==> config.mk <==
export PLATFORM = sky130hd
export DESIGN_NAME = raster_timing_gen
export DESIGN_NICKNAME = d
export VERILOG_FILES = /design/src/rtl/raster_timing_gen.sv
export SDC_FILE = /design/constraint.sdc
export NUM_CORES = 1
export LEC_CHECK = 0
export ABC_AREA = 0
export BUFFER_PORTS_ARGS = -buffer_cell sky130_fd_sc_hd__buf_2
export CORE_ASPECT_RATIO = 1.25
export CORE_MARGIN = 1
export CORE_UTILIZATION = 30
export DETAILED_ROUTE_END_ITERATION = 10
export PLACE_DENSITY = 0.56
export SYNTH_ARGS = -nofsm -noshare
export SYNTH_HDL_FRONTEND = slang
export SYNTH_SLANG_ARGS = --single-unit
==> constraint.sdc <==
create_clock -name clk -period 8.3 [get_ports clk]
set_input_delay 1.66 -clock clk [delete_from_list [all_inputs] [get_ports clk]]
set_output_delay 1.66 -clock clk [all_outputs]
set_load 0.005 [all_outputs]
==> src/rtl/raster_timing_gen.sv <==
module raster_timing_gen #(
  parameter int CW = 10,
  parameter int TW = CW + 2,
  parameter logic [CW-1:0] D_HSW = 1,
  parameter logic [CW-1:0] D_HBP = 1,
  parameter logic [CW-1:0] D_HACT = 2,
  parameter logic [CW-1:0] D_HFP = 1,
  parameter logic [CW-1:0] D_VSW = 1,
  parameter logic [CW-1:0] D_VBP = 1,
  parameter logic [CW-1:0] D_VACT = 2,
  parameter logic [CW-1:0] D_VFP = 1
) (
  input  logic          clk,
  input  logic          rst_n,
  input  logic          wr_en,
  input  logic [3:0]    wr_addr,
  input  logic [15:0]   wr_data,
  output logic          pclk_o,
  output logic          pix_ce_o,
  output logic          hsync_o,
  output logic          vsync_o,
  output logic          de_o,
  output logic [TW-1:0] h_cnt_o,
  output logic [TW-1:0] v_cnt_o,
  output logic [2:0]    status_o,
  output logic [1:0]    reload_pend_o
);

  localparam int NF = 8;

  function automatic logic [CW-1:0] dflt(input int i);
    case (i)
      0: dflt = D_HSW;
      1: dflt = D_HBP;
      2: dflt = D_HACT;
      3: dflt = D_HFP;
      4: dflt = D_VSW;
      5: dflt = D_VBP;
      6: dflt = D_VACT;
      default: dflt = D_VFP;
    endcase
  endfunction

  logic [CW-1:0] shd [NF];
  logic [CW-1:0] wrk [NF];
  logic [3:0]    pol;
  logic          imm_q, blk_q, ph;
  logic [TW-1:0] h, v;

  wire [TW-1:0] htot     = TW'(wrk[0]) + TW'(wrk[1]) + TW'(wrk[2]) + TW'(wrk[3]);
  wire [TW-1:0] vtot     = TW'(wrk[4]) + TW'(wrk[5]) + TW'(wrk[6]) + TW'(wrk[7]);
  wire [TW-1:0] vtot_shd = TW'(shd[4]) + TW'(shd[5]) + TW'(shd[6]) + TW'(shd[7]);
  wire [TW-1:0] hde0     = TW'(wrk[0]) + TW'(wrk[1]);
  wire [TW-1:0] vde0     = TW'(wrk[4]) + TW'(wrk[5]);
  wire [TW-1:0] vlast    = vde0 + TW'(wrk[6]) - 1'b1;
  wire          eol      = ph && (h >= htot - 1'b1);
  wire          hs = h < TW'(wrk[0]);
  wire          vs = v < TW'(wrk[4]);
  wire          de = (h >= hde0) && (h < hde0 + TW'(wrk[2])) &&
                     (v >= vde0) && (v < vde0 + TW'(wrk[6]));

  always_ff @(posedge clk or negedge rst_n) begin
    if (!rst_n) begin
      for (int i = 0; i < NF; i++) begin
        shd[i] <= dflt(i);
        wrk[i] <= dflt(i);
      end
      pol <= '0; imm_q <= 1'b0; blk_q <= 1'b0; ph <= 1'b0;
      h <= '0; v <= '0;
    end else begin
      if (imm_q) begin
        for (int i = 0; i < NF; i++) wrk[i] <= shd[i];
        h <= '0; v <= '0; ph <= 1'b0;
        imm_q <= 1'b0; blk_q <= 1'b0;
      end else begin
        ph <= ~ph;
        if (eol) begin
          h <= '0;
          if (blk_q && v == vlast) begin
            for (int i = 0; i < NF; i++) wrk[i] <= shd[i];
            blk_q <= 1'b0;
            v <= (v >= vtot_shd - 1'b1) ? '0 : v + 1'b1;
          end else begin
            v <= (v >= vtot - 1'b1) ? '0 : v + 1'b1;
          end
        end else if (ph) begin
          h <= h + 1'b1;
        end
      end
      if (wr_en) begin
        if (wr_addr < 4'(NF)) shd[wr_addr[2:0]] <= wr_data[CW-1:0];
        else if (wr_addr == 4'd8) pol <= wr_data[3:0];
        else if (wr_addr == 4'd9) begin
          if (wr_data[0]) imm_q <= 1'b1;
          if (wr_data[1]) blk_q <= 1'b1;
        end
      end
    end
  end

  assign pclk_o        = ph ^ pol[3];
  assign pix_ce_o      = ph;
  assign hsync_o       = hs ^ pol[0];
  assign vsync_o       = vs ^ pol[1];
  assign de_o          = de ^ pol[2];
  assign h_cnt_o       = h;
  assign v_cnt_o       = v;
  assign status_o      = {de, vs, hs};
  assign reload_pend_o = {blk_q, imm_q};

  assert_h_in_line_R2: assert property (@(posedge clk) disable iff (!rst_n)
    h < htot);
  assert_de_outside_sync_R5: assert property (@(posedge clk) disable iff (!rst_n)
    de |-> (!hs && !vs));
  assert_hold_in_phase0_R2: assert property (@(posedge clk) disable iff (!rst_n)
    (!ph && !imm_q) |=> $stable(h) && $stable(v));
  assert_cfg_at_line_start_R9: assert property (@(posedge clk) disable iff (!rst_n)
    !$stable(htot) |-> h == '0);
  assert_imm_one_cycle_R8: assert property (@(posedge clk) disable iff (!rst_n)
    imm_q |=> (!imm_q || $past(wr_en && wr_addr == 4'd9 && wr_data[0])));
  assert_blk_holds_R9: assert property (@(posedge clk) disable iff (!rst_n)
    (blk_q && !imm_q && !(eol && v == vlast)) |=> blk_q);

endmodule

==> metrics.md, run 1 <==
| Metric | Value |
|---|---|
| Status | completed |
| Max stage delay cell, worst path | a211oi_1 |
| DRT Wirelength | between 30,000 and 40,000 um |
| Htree depth | 4 |
| Leakage | slightly below 8 nW |
| # fillers | approximately 4,700 |
| Initial core utilization | 30.4% |
| Most frequent cells in the layout | ha_1, inv_1, dfrtp_1, mux2_1, xnor2_1 |
| Tmin final | 7550 ps |
| CTS sink cnt | 191 |
| Worst reg2reg startpoint | wrk[60]$_DFFE_PN1P_ |
| Cts hold-fix bufs | 0 |
| Final setup vio count | 0 |
| Pre-CTS setup slack | 1170 ps |
| Final hold slack | between 400 and 500 ps |
| RSZ-0062 raised after global routing | false |
| Tot GR Track Use | between 10% and 20% |
| DR iter-0 viols | 505 |
| WL per Instance | about 16 um |
| Worst EP required | around 6600 ps |
| Cts repair resizes | 0 |
| Most frequent cell on the critical path | a21oi_1 |
| CTS Buf Count | 17 |
| Vias/cell | ~4.8 |
| Clk buf depth | 2 |
| Grt ovf | 0 |
| Yosys cell types | between 70 and 80 |
| Reg2reg end | wrk[42]$_DFFE_PN0P_ |
| Syn-to-layout area delta | 11.0% |
| Critical path class | flop to output port |
| Seq cells post-synth | approximately 190 |
| Pins Over Slew Limit | 0 |
| Antenna violations before repair | 0 |
| Main flop type after synthesis | dfrtp_1 |
| Die X | slightly below 200 um |
| Worst Setup Slack, final | 751 ps |
| Rel. slew slack | approximately 17% |
| Max_cap viols | 0 |
| Worst-path maximum fanout | 6 |
| Clk_skew | around 12 ps |
| Ratio of cells with drive above 1 in the final layout | a little over an eighth |
| Total negative slack | 0 ps |
| Final hold vios | 0 |
| Nets | about 1,700 |
| Crit-path max cell delay | about 420 ps |
| Max Fclk | about 130 MHz |
| Clock root cell | clkbuf_16 |
| Data arrival time of the critical path | between 5000 and 6000 ps |
| Row count | between 80 and 90 |
| Part of the cycle the worst path needs | between 90% and 100% |
| Number of synthesized flops with an enable pin | 0 |
| Critical Path, Cell by Cell | ha_1, a21o_1, a21oi_1, o21bai_1, a21oi_1, o21bai_1, a21oi_1, o21bai_1, a21oi_1, xnor2_1, ha_1, a21oi_1, o21ai_1, a41oi_2, xnor2_1, ha_1, a211oi_1, nand2_1, nor3_1, o41ai_1, a211oi_1, o21a_1, xor2_1, buf_2 |
| Global placement routability congestion | approximately 0.83 |
| Hold Path Class | flop to flop |
| I/O pin count | 57 |
| Total Die Area | about 48,000 sq um |
| Power density over the cells | around 400 nW/um^2 |
| DRC | 0 |
| Async set-or-reset flop fraction in the synthesized netlist | 100% |
| Most common cell after layout, fill and taps aside | ha_1 |
| Antenna-violating nets left | 0 |
| Worst Setup Start Kind | flop |
| Hold-critical path endpoint | wrk[18]$_DFFE_PN0P_ |
| Reg2reg setup slack | roughly 1200 ps |
| Largest net degree at the start of global routing | about 110 |
| Yosys warns | 0 |
| Port Buf Inserts | 50 |
| Number of detailed-route iterations in the first pass | 4 |
| Worst-Skew Late Latency | roughly 450 ps |
| Vias in the first global route | slightly above 10,000 |
| Synth Instances | around 1,400 |
| VDD IR max | 157 uV |
| HPWL Detailed | approximately 25,000 um |
| Crit path buffers/inverters | 1 |
| DIE HEIGHT | approximately 240 um |
| Antenna diodes | 0 |
| Worst Tran Pin Value | about 1200 ps |
| Worst setup EP type | output port |
| CP top delay family | compound AO/OA/AOI/OAI gates |
| Mapped Nets | about 1,600 |
| Setup bufs post-CTS | 0 |
| Worst-path clk slew | around 70 ps |
| Hold path startpoint | shd[18]$_DFFE_PN0P_ |
| Via Count | ~9,600 |
| Worst-case reg-to-reg path depth | 26 |
| Post-synthesis sequential area ratio | ~34% |
| Worst Hold Depth | 1 |
| Cell area after synthesis | around 14,000 sq um |
| First-pass GRT wire length | 53,800 um |
| Mean area per synthesized cell | between 10 and 15 sq um |
| CTS tree | built |
| Floorplan core area | roughly 46,000 sq um |
| Total power | ~6.4 mW |
## synthesized netlist by cell type, types with 3 or more instances
cell / n / area (sq um)
ha_1: 200 / 2500
inv_1: 187 / 702
dfrtp_1: 175 / 4380
mux2_1: 68 / 766
xnor2_1: 67 / 587
a21oi_1: 65 / 325
mux2_2: 65 / 732
nand2_1: 57 / 214
nor2_1: 53 / 199
o21ai_0: 49 / 245
a21o_1: 48 / 360
xor2_1: 38 / 333
fa_1: 25 / 500
o21bai_1: 22 / 165
clkbuf_1: 18 / 67.6
nand3_1: 17 / 85.1
dfstp_2: 16 / 420
nand2b_1: 15 / 93.8
mux2i_1: 13 / 130
nor3_1: 13 / 65.1
and2_1: 12 / 75.1
nor2b_1: 11 / 68.8
and3_1: 10 / 62.6
nand4_1: 9 / 56.3
a211oi_1: 8 / 60.1
buf_2: 8 / 40.0
buf_4: 6 / 45.0
o21a_1: 6 / 45.0
o211ai_1: 5 / 37.5
or2_2: 4 / 25.0
or3_1: 4 / 25.0
a2111oi_0: 3 / 26.3
a211o_1: 3 / 26.3
a21boi_0: 3 / 22.5
and4_1: 3 / 26.3
nand3b_1: 3 / 22.5
nor3b_1: 3 / 22.5
o21ai_1: 3 / 15.0
or4_1: 3 / 22.5
## power breakdown
group	leakage, nW	switching [mW]	internal [mW]
logic	5.21	2.27	1.94
clock network	0.307	0.408	0.474
registers	2.40	0.161	1.14
total	7.92	2.84	3.56
## layout make-up
class                           instances  area [sq um]  area share, %
Clock buffer                           19           453           2.90
Clock inverter                         13           168           1.07
Inverter                              187           702           4.50
Multi-Input combinational cell        952          8440           54.1
Sequential cell                       191          4800           30.7
Tap cell                              585           732           4.69
Timing Repair Buffer                   56           317           2.03
## flip-flops by register name, indices dropped and copies added, names as in the netlist
signal	cells
shd	80
pol	4
blk_q	1
pix_ce_o	1
h_cnt_o	12
wrk	80
v_cnt_o	12
imm_q	1
## logic make-up after synthesis
logic type	synth area share [%]
compound gates	11.6
mux	11.6
simple gates	8.29
fa+ha+maj	21.4
flops	34.1
xor+xnor	6.87
buf+inv	6.13
## through the flow
step	instance area [sq um]	cells	util (%)
2_1_floorplan	14100	1364	-
3_3_place_gp	15000	1971	32.4
3_5_place_dp	15000	1971	32.4
4_1_cts	15600	2003	33.8
5_1_grt	15600	2003	33.8
6_report	15600	2003	33.8
## metal layers
metal | GRT usage [%] | up-vias | part of all wire, %
li1 | - | 4770 | -
met2 | 26.1 | 92 | 51
met4 | 3.52 | 0 | 1.3
met5 | 0 | - | 0
met1 | 17.9 | 4712 | 45
met3 | 2.07 | 26 | 3.1
## worst reg2reg max path: cells and delay by family, from the launching register on
family | cells | cell delay, ps
AO/OA/AOI/OAI | 13 | 3250
adder cells (fa/ha/maj) | 5 | 1500
XOR/XNOR | 4 | 880
buffers and inverters | 2 | 480
flip-flops | 1 | 380
multiplexers | 1 | 360
AND/OR/NAND/NOR | 1 | 160
## how the worst max path moves through the flow
stage / startpoint / to / slack [ps] / depth (start not counted)
after detailed placement: wrk[60]$_DFFE_PN1P_ / wrk[42]$_DFFE_PN0P_ / 1170 / 26
after CTS: wrk[60]$_DFFE_PN1P_ / de_o / 710 / 23
after floorplan: wrk[21]$_DFFE_PN0P_ / de_o / 2490 / 24
final: wrk[21]$_DFFE_PN0P_ / de_o / 750 / 24
after global placement: wrk[60]$_DFFE_PN1P_ / de_o / 1200 / 23
after global routing: wrk[21]$_DFFE_PN0P_ / de_o / 260 / 24
Note: power is estimated with default switching activity, not from simulation.
==> inputs of run 2 (changes only) <==
==> constraint.sdc (replaced) <==
create_clock -name clk -period 7.16 [get_ports clk]
set_input_delay 1.432 -clock clk [delete_from_list [all_inputs] [get_ports clk]]
set_output_delay 1.432 -clock clk [all_outputs]
set_load 0.005 [all_outputs]
==> run 2 against run 1 <==
Net effect: wire length grew 0.52%; clock skew grew 0.60 ps; flip-flop and latch count is the same; core utilization grew 0.34 points; via count grew 0.52%; global-route usage shrank 0.21 points; cell area grew 1.0%.
==> metrics.md, run 2 (synthesized netlist as in run 1, its figures left out) <==
| Metric | Value |
|---|---|
| Crit-path max cell delay | 540 ps (+120 ps) |
| Worst-path maximum fanout | 11 (+5) |
| Rel. slew slack | 18.6% (+1.8 points) |
| Multi-input gate area | 8530 sq um (+0.99%) |
| HPWL Detailed | 25,100 um (+0.56%) |
| Final setup vio count | 0 (unchanged) |
| Crit path buffers/inverters | 3 (+2) |
| VDD IR max | 237 uV (+51%) |
| Antenna-violating nets left | 0 (unchanged) |
| Row count | 88 (unchanged) |
| Total negative slack | 0 ps (unchanged) |
| Worst-path clk slew | 80 ps (about the same) |
| Part of the cycle the worst path needs | between 90% and 100% |
| Clk buf depth | 2 (unchanged) |
| Status | completed |
| Nets | 1,664 (+0.67%) |
| Via Count | 9,650 (+0.52%) |
| Sequential Power Share | 20.2% (about the same) |
| CP top delay family | compound AO/OA/AOI/OAI gates |
| Total Die Area | 47,800 sq um (unchanged) |
| Clock root cell | clkbuf_16 |
| Switch Pwr | 3.32 mW (+17%) |
| Number of detailed-route iterations in the first pass | 5 (+1) |
| DRC | 0 (unchanged) |
| Global placement routability congestion | 0.813 (-1.7%) |
| Placed cells | 1,976 (+0.25%) |
| Initial core utilization | 30.4% (unchanged) |
| Most frequent cells in the layout | ha_1, inv_1, dfrtp_1, mux2_1, xnor2_1 |
| Int Pwr | 4.13 mW (+16%) |
| CTS Buf Count | 17 (unchanged) |
| Htree depth | 4 (unchanged) |
| Worst Setup Start Kind | flop |
| Port Buf Inserts | 50 (unchanged) |
| WL per Instance | 16.1 um (about the same) |
| CTS tree | built |
| First-pass GRT wire length | 52,900 um (-1.5%) |
| Grt ovf | 0 (unchanged) |
| Die X | 196 um (unchanged) |
| Final Non-Filler Cells | 2,014 (+0.55%) |
| Power density over the cells | 473 nW/um^2 (+15%) |
| Vias in the first global route | 10,022 (-2.0%) |
| Sw Share | 44.5% (+0.16 points) |
| DRT Wirelength | 32,400 um (+0.52%) |
| Reg area | 4800 sq um (unchanged) |
| Leakage | 7.97 nW (+0.66%) |
| Tot GR Track Use | 14.2% (-0.21 points) |
| Worst setup EP type | output port |
| Syn-to-layout area delta | 12.1% |
| Pins Over Slew Limit | 0 (unchanged) |
| Worst Tran Pin Value | 1220 ps (-27.1 ps) |
| Cts hold-fix bufs | 0 (unchanged) |
| Critical path class | flop to output port |
| I/O pin count | 57 (unchanged) |
| Clk network pwr share | 13.4% (-0.4 points) |
| Biggest regs | shd (80), wrk (80) |
| # fillers | 4,640 (-1.4%) |
| Final hold vios | 0 (unchanged) |
| Antenna violations before repair | 0 (unchanged) |
| DIE HEIGHT | 244 um (unchanged) |
| Largest net degree at the start of global routing | 77 (-32%) |
| Clk_skew | 13.0 ps (+0.601 ps) |
| Tmin final | slightly below 7000 ps |
| Hold Path Class | flop to flop |
| Max stage delay cell, worst path | dfstp_2 |
| RSZ-0062 raised after global routing | false |
| Worst-Skew Late Latency | 450 ps (about the same) |
| Worst EP required | 5730 ps (-910 ps) |
| Max Fclk | 147 MHz |
| CTS sink cnt | 191 (unchanged) |
| DR iter-0 viols | 341 (-32%) |
| Max_cap viols | 0 (unchanged) |
| Comb pwr share | 66.3% (+0.4 points) |
| Ratio of cells with drive above 1 in the final layout | 15.7% (+2.0 points) |
| Final Util | 34.1% (+0.34 points) |
| Most common cell after layout, fill and taps aside | ha_1 |
| Floorplan core area | 46,200 sq um (unchanged) |
| Data arrival time of the critical path | 5350 ps (-540 ps) |
| Critical Path, Cell by Cell | ha_1, inv_1, fa_1, nor2b_1, o21ai_1, o21ai_2, a31oi_1, xnor2_1, ha_2, a21o_1, a21oi_1, o21ai_1, nand2b_1, ha_1, a211oi_2, buf_4, nand2_1, nor3_1, o41ai_2, a211oi_2, o21a_2, xor2_2, buf_2 |
| Vias/cell | 4.79 (about the same) |
## run 2: changes by cell type in the layout (fill, tap and decap cells not counted), moves of 3 or more
cell,previous run,this run
a21oi_1,65,56
buf_4,5,15
ha_2,0,3
o21ai_0,49,46
ha_1,200,197
a21oi_2,2,11
a211oi_1,8,5
a211oi_2,0,3
## run 2: what timing repair did
action	in CTS	in global routing
buffers inserted	1	5
setup endpoints to repair	1	2
pin swaps	1	6
gates resized for setup	5	18
## run 2: path summary, 6_finish.rpt
check / start / to / slack [ps] / cells past startpoint
worst max-delay path: wrk[30]$_DFFE_PN1P_ / de_o / 380 / 23
worst min-delay path: shd[75]$_DFFE_PN0P_ / wrk[75]$_DFFE_PN0P_ / 480 / 1
worst max register to register: wrk[70]$_DFFE_PN1P_ / wrk[57]$_DFFE_PN0P_ / 520 / 27
worst min register to register: shd[75]$_DFFE_PN0P_ / wrk[75]$_DFFE_PN0P_ / 480 / 1
max in group asynchronous: rst_n / shd[75]$_DFFE_PN0P_ / 4800 / 2
min in group asynchronous: rst_n / h_cnt_o[1]$_DFFE_PN0P_ / 1010 / 1
## run 2: worst register-to-register path, cell delays in order, from the launching register on
cell,delay (ps)
dfstp_2,550
ha_1,190
fa_1,460
ha_1,300
a21o_1,190
a21oi_1,230
xor2_1,240
ha_1,270
inv_1,60
ha_1,250
a21oi_1,200
nor2_1,60
nor2_1,170
o21bai_1,90
a21oi_1,230
o21bai_1,100
a21oi_1,240
xor2_1,200
ha_1,270
a21oi_1,220
nor2b_1,160
o21ai_0,140
a311o_1,370
o211a_1,230
a31oi_4,230
buf_12,240
buf_4,260
mux2_1,360
## run 2: stage by stage
step                      total power, mW  hold WS (ps)  cell area, sq um  setup WS, ps
final                                7.46           477             15800           376
after global routing                 8.33           501             15800          14.1
after CTS                            7.51           484             15700          35.9
after detailed placement             6.44           465             15000           369
after global placement               6.30           460             15000           397
after floorplan                      5.34           452             14100          1360
## run 2: cell type report
type / count / area share (%)
clock inverters: 14 / 1.09
multi-input cells: 952 / 54.1
flip-flops and latches: 191 / 30.4
clock buffers: 17 / 2.70
diodes: 1 / 0.0159
repair buffers: 67 / 2.61
well taps: 585 / 4.64
inverters: 187 / 4.45
## run 2: metal layers
layer  global-route usage [%]  share of wire (%)  vias up
li1                         -                  -     4783
met1                     17.1                 45     4729
met2                     26.1                 51      112
met3                     2.36                2.9       26
met4                     3.72                1.5        0
met5                        0                  0        -
## run 2: power by group through the flow
stage                     Sequential (mW)  Combinational (mW)  Clock (mW)
after global placement               1.53                4.78           0
after detailed placement             1.53                4.91           0
after CTS                            1.51                4.97        1.03
final                                1.51                4.94        1.00
after global routing                 1.55                5.71        1.07
after floorplan                      1.46                3.88           0
